$ cat src/rtl/blksync_pkg.sv
package blksync_pkg;
    localparam int WORD_W = 32;
    localparam int WIN_W  = 3 * WORD_W;
    localparam int SEG_W  = WORD_W + 2;
    localparam int OFF_W  = $clog2(WORD_W);
    localparam int PTR_W  = $clog2(WIN_W) + 1;

    localparam logic [1:0]        HDR_OS   = 2'b01;
    localparam logic [WORD_W-1:0] EIE_WORD = 32'hFF00FF00;
    localparam logic [WORD_W-1:0] SKP_FILL = 32'hAAAAAAAA;
    localparam logic [7:0]        SKP_END  = 8'hE1;

    typedef enum logic [2:0] {
        ST_FILL,
        ST_SEARCH,
        ST_HEAD,
        ST_BODY,
        ST_SKP
    } bs_state_t;
endpackage

$ cat src/rtl/blksync_finder.sv
module blksync_finder
    import blksync_pkg::*;
(
    input  logic [WIN_W-1:0] win,
    output logic             hit,
    output logic [OFF_W-1:0] hit_off
);
    logic [WORD_W-1:0] match;

    generate
        for (genvar o = 0; o < WORD_W; o++) begin : g_off
            logic [SEG_W-1:0] cand;
            assign cand     = win[o +: SEG_W];
            assign match[o] = (cand[1:0] == HDR_OS) &&
                              ((cand[SEG_W-1:2] == EIE_WORD) ||
                               (cand[SEG_W-1:2] == SKP_FILL));
        end
    endgenerate

    always_comb begin
        hit     = |match;
        hit_off = '0;
        for (int i = WORD_W - 1; i >= 0; i--) begin
            if (match[i]) hit_off = OFF_W'(i);
        end
    end
endmodule

$ cat src/rtl/blksync_slice.sv
module blksync_slice
    import blksync_pkg::*;
(
    input  logic [WIN_W-1:0] win,
    input  logic [PTR_W-1:0] ptr,
    output logic [SEG_W-1:0] seg
);
    logic [WIN_W-1:0] shifted;
    assign shifted = win >> ptr;
    assign seg     = shifted[SEG_W-1:0];
endmodule

$ cat src/rtl/blksync_core.sv
module blksync_core
    import blksync_pkg::*;
#(
    parameter int BAD_LIMIT = 4,
    parameter int SKP_MAX   = 6
) (
    input  logic        clk,
    input  logic        rst,
    input  logic [31:0] in_word,
    output logic        out_valid,
    output logic        out_start,
    output logic [1:0]  out_hdr,
    output logic [31:0] out_data,
    output logic        locked
);
    localparam int BAD_W = $clog2(BAD_LIMIT) + 1;
    localparam int CNT_W = $clog2(SKP_MAX) + 1;
    localparam logic [PTR_W-1:0] HEAD_TAKE = PTR_W'(SEG_W);
    localparam logic [PTR_W-1:0] WIN_BITS  = PTR_W'(WIN_W);
    localparam logic [PTR_W-1:0] WORD_BITS = PTR_W'(WORD_W);

    bs_state_t         state, nxt;
    logic [WORD_W-1:0] d1, d2;
    logic [1:0]        fill;
    logic [PTR_W-1:0]  ptr, ptr_n, sel_ptr;
    logic [CNT_W-1:0]  cnt, cnt_n;
    logic [BAD_W-1:0]  bad, bad_n;
    logic [WIN_W-1:0]  win;
    logic [SEG_W-1:0]  seg;
    logic              hit;
    logic [OFF_W-1:0]  hit_off;
    logic              o_v, o_s;
    logic [1:0]        o_h;
    logic [WORD_W-1:0] o_d;
    logic              hdr_bad, is_skp;

    assign win = {in_word, d1, d2};

    blksync_finder u_find (.win(win), .hit(hit), .hit_off(hit_off));

    assign sel_ptr = (state == ST_SEARCH) ? PTR_W'(hit_off) : ptr;

    blksync_slice u_slice (.win(win), .ptr(sel_ptr), .seg(seg));

    assign hdr_bad = (seg[1:0] == 2'b00) || (seg[1:0] == 2'b11);
    assign is_skp  = (seg[1:0] == HDR_OS) && (seg[SEG_W-1:2] == SKP_FILL);

    always_comb begin
        nxt   = state;
        ptr_n = ptr;
        cnt_n = cnt;
        bad_n = bad;
        o_v   = 1'b0;
        o_s   = 1'b0;
        o_h   = seg[1:0];
        o_d   = seg[WORD_W-1:0];
        unique case (state)
            ST_FILL: begin
                if (fill == 2'd2) nxt = ST_SEARCH;
            end
            ST_SEARCH: begin
                if (hit) begin
                    o_v   = 1'b1;
                    o_s   = 1'b1;
                    o_d   = seg[SEG_W-1:2];
                    ptr_n = PTR_W'(hit_off) + 2'd2;
                    cnt_n = CNT_W'(1);
                    bad_n = '0;
                    nxt   = is_skp ? ST_SKP : ST_BODY;
                end
            end
            ST_HEAD: begin
                if (ptr + HEAD_TAKE > WIN_BITS) begin
                    ptr_n = ptr - WORD_BITS;
                end else if (hdr_bad && (bad == BAD_W'(BAD_LIMIT - 1))) begin
                    bad_n = '0;
                    nxt   = ST_SEARCH;
                end else begin
                    o_v   = 1'b1;
                    o_s   = 1'b1;
                    o_d   = seg[SEG_W-1:2];
                    ptr_n = ptr + 2'd2;
                    cnt_n = CNT_W'(1);
                    bad_n = hdr_bad ? bad + 1'b1 : '0;
                    nxt   = is_skp ? ST_SKP : ST_BODY;
                end
            end
            ST_BODY: begin
                o_v   = 1'b1;
                cnt_n = cnt + 1'b1;
                if (cnt == CNT_W'(3)) nxt = ST_HEAD;
            end
            ST_SKP: begin
                o_v   = 1'b1;
                cnt_n = cnt + 1'b1;
                if ((seg[7:0] == SKP_END) || (cnt == CNT_W'(SKP_MAX - 1)))
                    nxt = ST_HEAD;
            end
            default: nxt = ST_FILL;
        endcase
    end

    always_ff @(posedge clk) begin
        if (rst) begin
            state <= ST_FILL;
            d1    <= '0;
            d2    <= '0;
            fill  <= '0;
            ptr   <= '0;
            cnt   <= '0;
            bad   <= '0;
        end else begin
            state <= nxt;
            d1    <= in_word;
            d2    <= d1;
            if (fill != 2'd2) fill <= fill + 1'b1;
            ptr   <= ptr_n;
            cnt   <= cnt_n;
            bad   <= bad_n;
        end
    end

    always_ff @(posedge clk) begin
        if (rst) begin
            out_valid <= 1'b0;
            out_start <= 1'b0;
            out_hdr   <= '0;
            out_data  <= '0;
            locked    <= 1'b0;
        end else begin
            out_valid <= o_v;
            out_start <= o_s;
            out_hdr   <= o_h;
            out_data  <= o_d;
            locked    <= (nxt != ST_SEARCH) && (nxt != ST_FILL);
        end
    end
endmodule

$ cat config.mk
export PLATFORM = sky130hd
export DESIGN_NAME = blksync_core
export DESIGN_NICKNAME = d
export VERILOG_FILES = /design/src/rtl/blksync_pkg.sv /design/src/rtl/blksync_finder.sv /design/src/rtl/blksync_slice.sv /design/src/rtl/blksync_core.sv
export SDC_FILE = /design/constraint.sdc
export NUM_CORES = 1
export LEC_CHECK = 0
export BUFFER_PORTS_ARGS = -buffer_cell sky130_fd_sc_hd__buf_2
export CAP_MARGIN = 40
export CORE_AREA = 4 4 157 219
export DETAILED_ROUTE_END_ITERATION = 16
export DIE_AREA = 0 0 161 223
export PLACE_DENSITY = 0.69
export REMOVE_ABC_BUFFERS = 1
export SYNTH_ARGS = -nofsm -noshare
export SYNTH_HDL_FRONTEND = slang
export SYNTH_SLANG_ARGS = --single-unit
$ cat constraint.sdc
create_clock -name clk -period 6.04 [get_ports clk]
set_input_delay 0.906 -clock clk [delete_from_list [all_inputs] [get_ports clk]]
set_output_delay 0.906 -clock clk [all_outputs]
set_load 0.005 [all_outputs]
==> run_results.csv, run 1 <==
group,metric,value,unit
place,hpwl,81700,um
clocking,cts_buffers,17,
synth,synth.distinct_cells,103,
grt,grt_pass1_vias,25400,
clocking,clockRootBuffer,"clkbuf_16",
clocking,ctsHoldBuffers,0,
synth,synth_edf_count,0,
clocking,clkSinkCount,121,
place,place_congestion,1.20,
synth,ys_async_sr_fraction,0,%
floorplanning,die_h,223,um
floorplanning,row_count,78,
synth,ys_seq_area_share,15.1,%
synth,syn-cell-area,16000,um2
grt,grt_pass1_wl,167000,um
floorplanning,start_util,49.4,%
grt,grt_max_degree,63,
synth,synth_area_per_cell,7.06,um2
clocking,clock_path_buffers,2,
outcome,error,"[ERROR GRT-0116] Global routing finished with congestion. Check the congestion regions in the DRC Viewer.",
synth,synth-seq-cells,121,
place,io_buffer_count,70,
synth,synth_cells,2267,
synth,ys_warn_count,0,
floorplanning,io_pins,71,
clocking,cts-htree-levels,4,
floorplanning,die-width,161,um
outcome,failed_stage,"global routing",
grt,grt.overflow.total,20,
grt,grtUsageTotal,60.8,%
synth,synth_flop_cell,"dfxtp_1",
outcome,status,"stopped before the end",
[repair_timing]
action	in CTS
setup endpoints to repair	49
gates cloned	1
pin swaps	3
buffers inserted	3
resized for setup	22
[cell usage after synthesis (12+ instances only)]
library cell / number / area (um2)
a22oi_1: 38 / 285
nand2b_1: 37 / 231
and2_1: 16 / 100
buf_1: 12 / 45.0
nor2_1: 221 / 830
buf_2: 76 / 380
nor4bb_1: 28 / 280
and4bb_2: 15 / 188
nor4_1: 52 / 325
a32oi_1: 15 / 131
clkbuf_1: 100 / 375
inv_1: 30 / 113
a221oi_1: 19 / 166
nand4_1: 58 / 363
nand3b_1: 17 / 128
or3_1: 18 / 113
dfxtp_1: 121 / 2420
mux2i_1: 146 / 1460
o211ai_1: 21 / 158
mux2_2: 19 / 214
a31oi_1: 29 / 181
nor3_1: 80 / 400
nor4b_1: 13 / 114
o21ai_0: 47 / 235
o22ai_1: 26 / 163
a22o_1: 17 / 149
a211oi_1: 101 / 758
or4_1: 16 / 120
a21oi_1: 185 / 926
nor2b_1: 91 / 569
nand3_1: 59 / 295
nand2_1: 234 / 878
a2111oi_0: 41 / 359
nor3b_1: 17 / 128
[metrics by stage]
step | cell area, um2 | setup WS (ns) | instances | utilization [%]
CTS | 22300 | -0.00958 | 3315 | 68.8
detailed placement | 21600 | -0.260 | 3279 | 66.6
global placement | 21600 | -0.408 | 3275 | 66.5
floorplan | 15000 | -3.33 | 2058 | -
[logic make-up after synthesis]
kind of cell	Yosys count	share of synthesized area (%)
XOR/XNOR	10	0.548
multiplexers	168	10.9
buffers and inverters	239	6.91
flip-flops	121	15.1
adder cells (fa/ha/maj)	11	0.860
AND/OR/NAND/NOR	1058	36.7
AO/OA/AOI/OAI	660	29.0
[layer usage]
layer  global-route usage, %  GRT overflow
met3                    31.3             0
met4                    64.1            12
met5                    2.62             0
met2                    84.6             8
met1                    62.4             0
==> run 2: changes to the inputs <==
--- a/config.mk
+++ b/config.mk
@@ -7,10 +7,10 @@
 export LEC_CHECK = 0
 export BUFFER_PORTS_ARGS = -buffer_cell sky130_fd_sc_hd__buf_2
 export CAP_MARGIN = 40
-export CORE_AREA = 4 4 157 219
+export CORE_AREA = 4 4 219 221
 export DETAILED_ROUTE_END_ITERATION = 16
-export DIE_AREA = 0 0 161 223
-export PLACE_DENSITY = 0.69
+export DIE_AREA = 0 0 223 225
+export PLACE_DENSITY_LB_ADDON = 0.15
 export REMOVE_ABC_BUFFERS = 1
 export SYNTH_ARGS = -nofsm -noshare
 export SYNTH_HDL_FRONTEND = slang
==> constraint.sdc (replaced) <==
create_clock -name clk -period 7.9 [get_ports clk]
set_input_delay 1.185 -clock clk [delete_from_list [all_inputs] [get_ports clk]]
set_output_delay 1.185 -clock clk [all_outputs]
set_load 0.005 [all_outputs]
==> run_results.csv, run 2 <==
group,metric,value,unit
finish,layout_common_cells,"234 x nand2_1, 219 x nor2_1, 197 x buf_4",
timing,rsz0062_at_grt,"false",
clocking,cts-htree-levels,4,
timing,layout_min_cycle_time,7.22,ns
clocking,clk_latency,0.48,ns
setup_path,critPathMaxFanout,31,
synth,synth_area_per_cell,7.06,um2
place,hpwl,78900,um
finish,design_area,18600,um2
route,wl_per_cell,33.9,um
grt,grt_max_degree,68,
setup_path,crit_chain,"nor4bb_1, nand4b_1, nor3_1, a32o_1, nor3_1, and3_1, a21oi_4, buf_12, buf_12, mux2i_1, mux2i_1, mux2i_1, mux2i_1, a21oi_1, mux2i_1, a22o_1, nand2_1, inv_1, ha_1, a21oi_1, or2_2, buf_12, or2_2, a21oi_1",
grt,grt_pass1_vias,20200,
timing,fin_crit_sh,91.4,%
grt,grtUsageTotal,38.6,%
route,vias_per_cell,7.06,
place,dp_slack,0.952,ns
setup_path,crit_type,"reg -> reg",
timing,final.setup.worst_slack,0.680,ns
finish,layout-drive-gt1-share,17.2,%
setup_path,worst_setup_path_end_kind,"flip-flop",
clocking,tritoncts,"built",
setup_path,crit_path_frequent_cell,"mux2i_1",
synth,yosysTopAreaCellShare,15.1,%
setup_path,crit_path_start_kind,"flip-flop",
finish,areaGrowthSynthToFinish,16.2,%
timing,relSlewSlack,36.0,%
outcome,status,"complete, no violations",
setup_path,slowest_stage,"dfxtp_1",
route,firstDrtPassIters,6,
setup_path,crit_path_max_incr_delay,0.89,ns
timing,worst-slew-pin-transition,0.960,ns
clocking,cts_setup_buffers,0,
floorplanning,io_pins,71,
synth,synth.distinct_cells,103,
clocking,clock_path_buffers,2,
power_and_ir_drop,peakVddDrop,0.165,mV
synth,yosys-top-cells-count,"234 x nand2_1, 221 x nor2_1, 185 x a21oi_1",
synth,ys_seq_area_share,15.1,%
timing,hold_viol,0,
grt,grt_pass1_wl,144000,um
synth,synth_edf_count,0,
clocking,clkSinkCount,121,
clocking,path_clk_slew,0.06,ns
timing,maxSlewViolCount,0,
route,drc,0,
timing,timing.hold.ws,0.454,ns
power_and_ir_drop,p_per_area,319,nW/um2
setup_path,critPathRequiredTime,8.29,ns
place,io_buffer_count,70,
clocking,cts_buffers,17,
setup_path,worstPathArrival,7.61,ns
synth,ys_warn_count,0,
clocking,clockRootBuffer,"clkbuf_16",
finish,final_common_cell,"nand2_1",
synth,ys_async_sr_fraction,0,%
synth,synth_area_leaders,"dfxtp_1 15%, mux2i_1 9.1%, a21oi_1 5.8%, nand2_1 5.5%, nor2_1 5.2%",
clocking,cts_resized,0,
synth,synth-seq-cells,121,
place,placed_area,17900,um2
route,postRouteAntennaNets,0,
finish,nets,2406,
synth,syn-cell-area,16000,um2
place,place_congestion,1.08,
grt,grt.overflow.total,0,
clocking,ctsHoldBuffers,0,
finish,top_regs,"d1 (32), d2 (32), out_data (32)",
timing,skew,0.0165,ns
job,drv_cap,0,
floorplanning,dieArea,50200,um2
floorplanning,core_area,46200,um2
floorplanning,die-width,223,um
grt,grt_antenna_before_repair,2,
timing,max_freq,139,MHz
power_and_ir_drop,power.leakage,6.88,nW
synth,synth.largest_area_cell,"dfxtp_1",
route,drt-initial-drc-count,3206,
floorplanning,die_h,225,um
finish,nFillCells,4911,
timing,setup_tns,0,ns
route,wl,101000,um
floorplanning,start_util,34.7,%
synth,synth_cells,2267,
timing,finalSetupViolations,0,
synth,synth_flop_cell,"dfxtp_1",
min_path,min-delay-path-class,"reg -> reg",
synth,post-synth-top-count-cell,"nand2_1",
floorplanning,row_count,79,
route,vias,21100,
run 2: cell counts after synthesis:
Identical to the previous run, type by type.
run 2: final timing paths:
| path | endpoint | from | slack, ns | cells after the start |
|---|---|---|---|---|
| max | out_data[15]$_SDFF_PP0_ | d2[23]$_SDFF_PP0_ | 0.68 | 24 |
| min | bad[2]$_SDFFE_PP0P_ | bad[2]$_SDFFE_PP0P_ | 0.45 | 2 |
| min reg2reg | bad[2]$_SDFFE_PP0P_ | bad[2]$_SDFFE_PP0P_ | 0.45 | 2 |
| max reg2reg | out_data[15]$_SDFF_PP0_ | d2[23]$_SDFF_PP0_ | 0.68 | 24 |
run 2: worst max-delay path, delay by kind of cell, from the launching register on:
family,cells,cell delay (ns)
AO/OA/AOI/OAI,6,1.19
buffers and inverters,4,0.53
flip-flops,1,0.89
adder cells (fa/ha/maj),1,0.37
multiplexers,5,1.14
AND/OR/NAND/NOR,8,2.98
run 2: kinds of logic (layout without fill, tap and decap cells):
logic type | count (synthesis) | in the layout | synth area share (%)
and+or+nand+nor | 1058 | 1058 | 36.7
AOI/OAI and AO/OA | 660 | 660 | 29.0
buffers and inverters | 239 | 346 | 6.91
muxes | 168 | 168 | 10.9
DFF | 121 | 121 | 15.1
adders and majority gates | 11 | 11 | 0.860
xor gates and xnor gates | 10 | 10 | 0.548
other | 0 | 4 | 0
run 2: metrics by stage:
stage               util, %  power (W)  instances
floorplan                 -    0.00305       2058
global placement       38.7    0.00492       2941
detailed placement     38.9    0.00491       2947
CTS                    40.2    0.00578       2979
global route           40.2    0.00613       2981
finish                 40.2    0.00593       2985
run 2: layout make-up:
cell class / count / area [um2] / area share [%]
flip-flops and latches: 121 / 2420 / 13.0
repair buffers: 284 / 2120 / 11.4
well taps: 607 / 759 / 4.09
inverters: 30 / 113 / 0.606
multi-input cells: 1907 / 12500 / 67.5
clock buffers: 17 / 425 / 2.29
diodes: 4 / 10.0 / 0.0539
clock inverters: 15 / 190 / 1.02
run 2: where the power goes:
part	switching, W	total, W	internal, W
Sequential	0.0000843	0.000789	0.000704
Combinational	0.00278	0.00429	0.00151
Clock	0.000347	0.000849	0.000502
run 2: per-layer routing:
| layer | global-route usage (%) | vias to the layer above | routed length [um] |
|---|---|---|---|
| met3 | 8.30 | 453 | 9500 |
| met4 | 30.1 | 2 | 9840 |
| met5 | 0.285 | - | 12 |
| met1 | 46.1 | 10100 | 37900 |
| met2 | 60.5 | 1593 | 44000 |
| li1 | - | 8928 | - |
No activity file was read; power rests on OpenSTA's default activity.
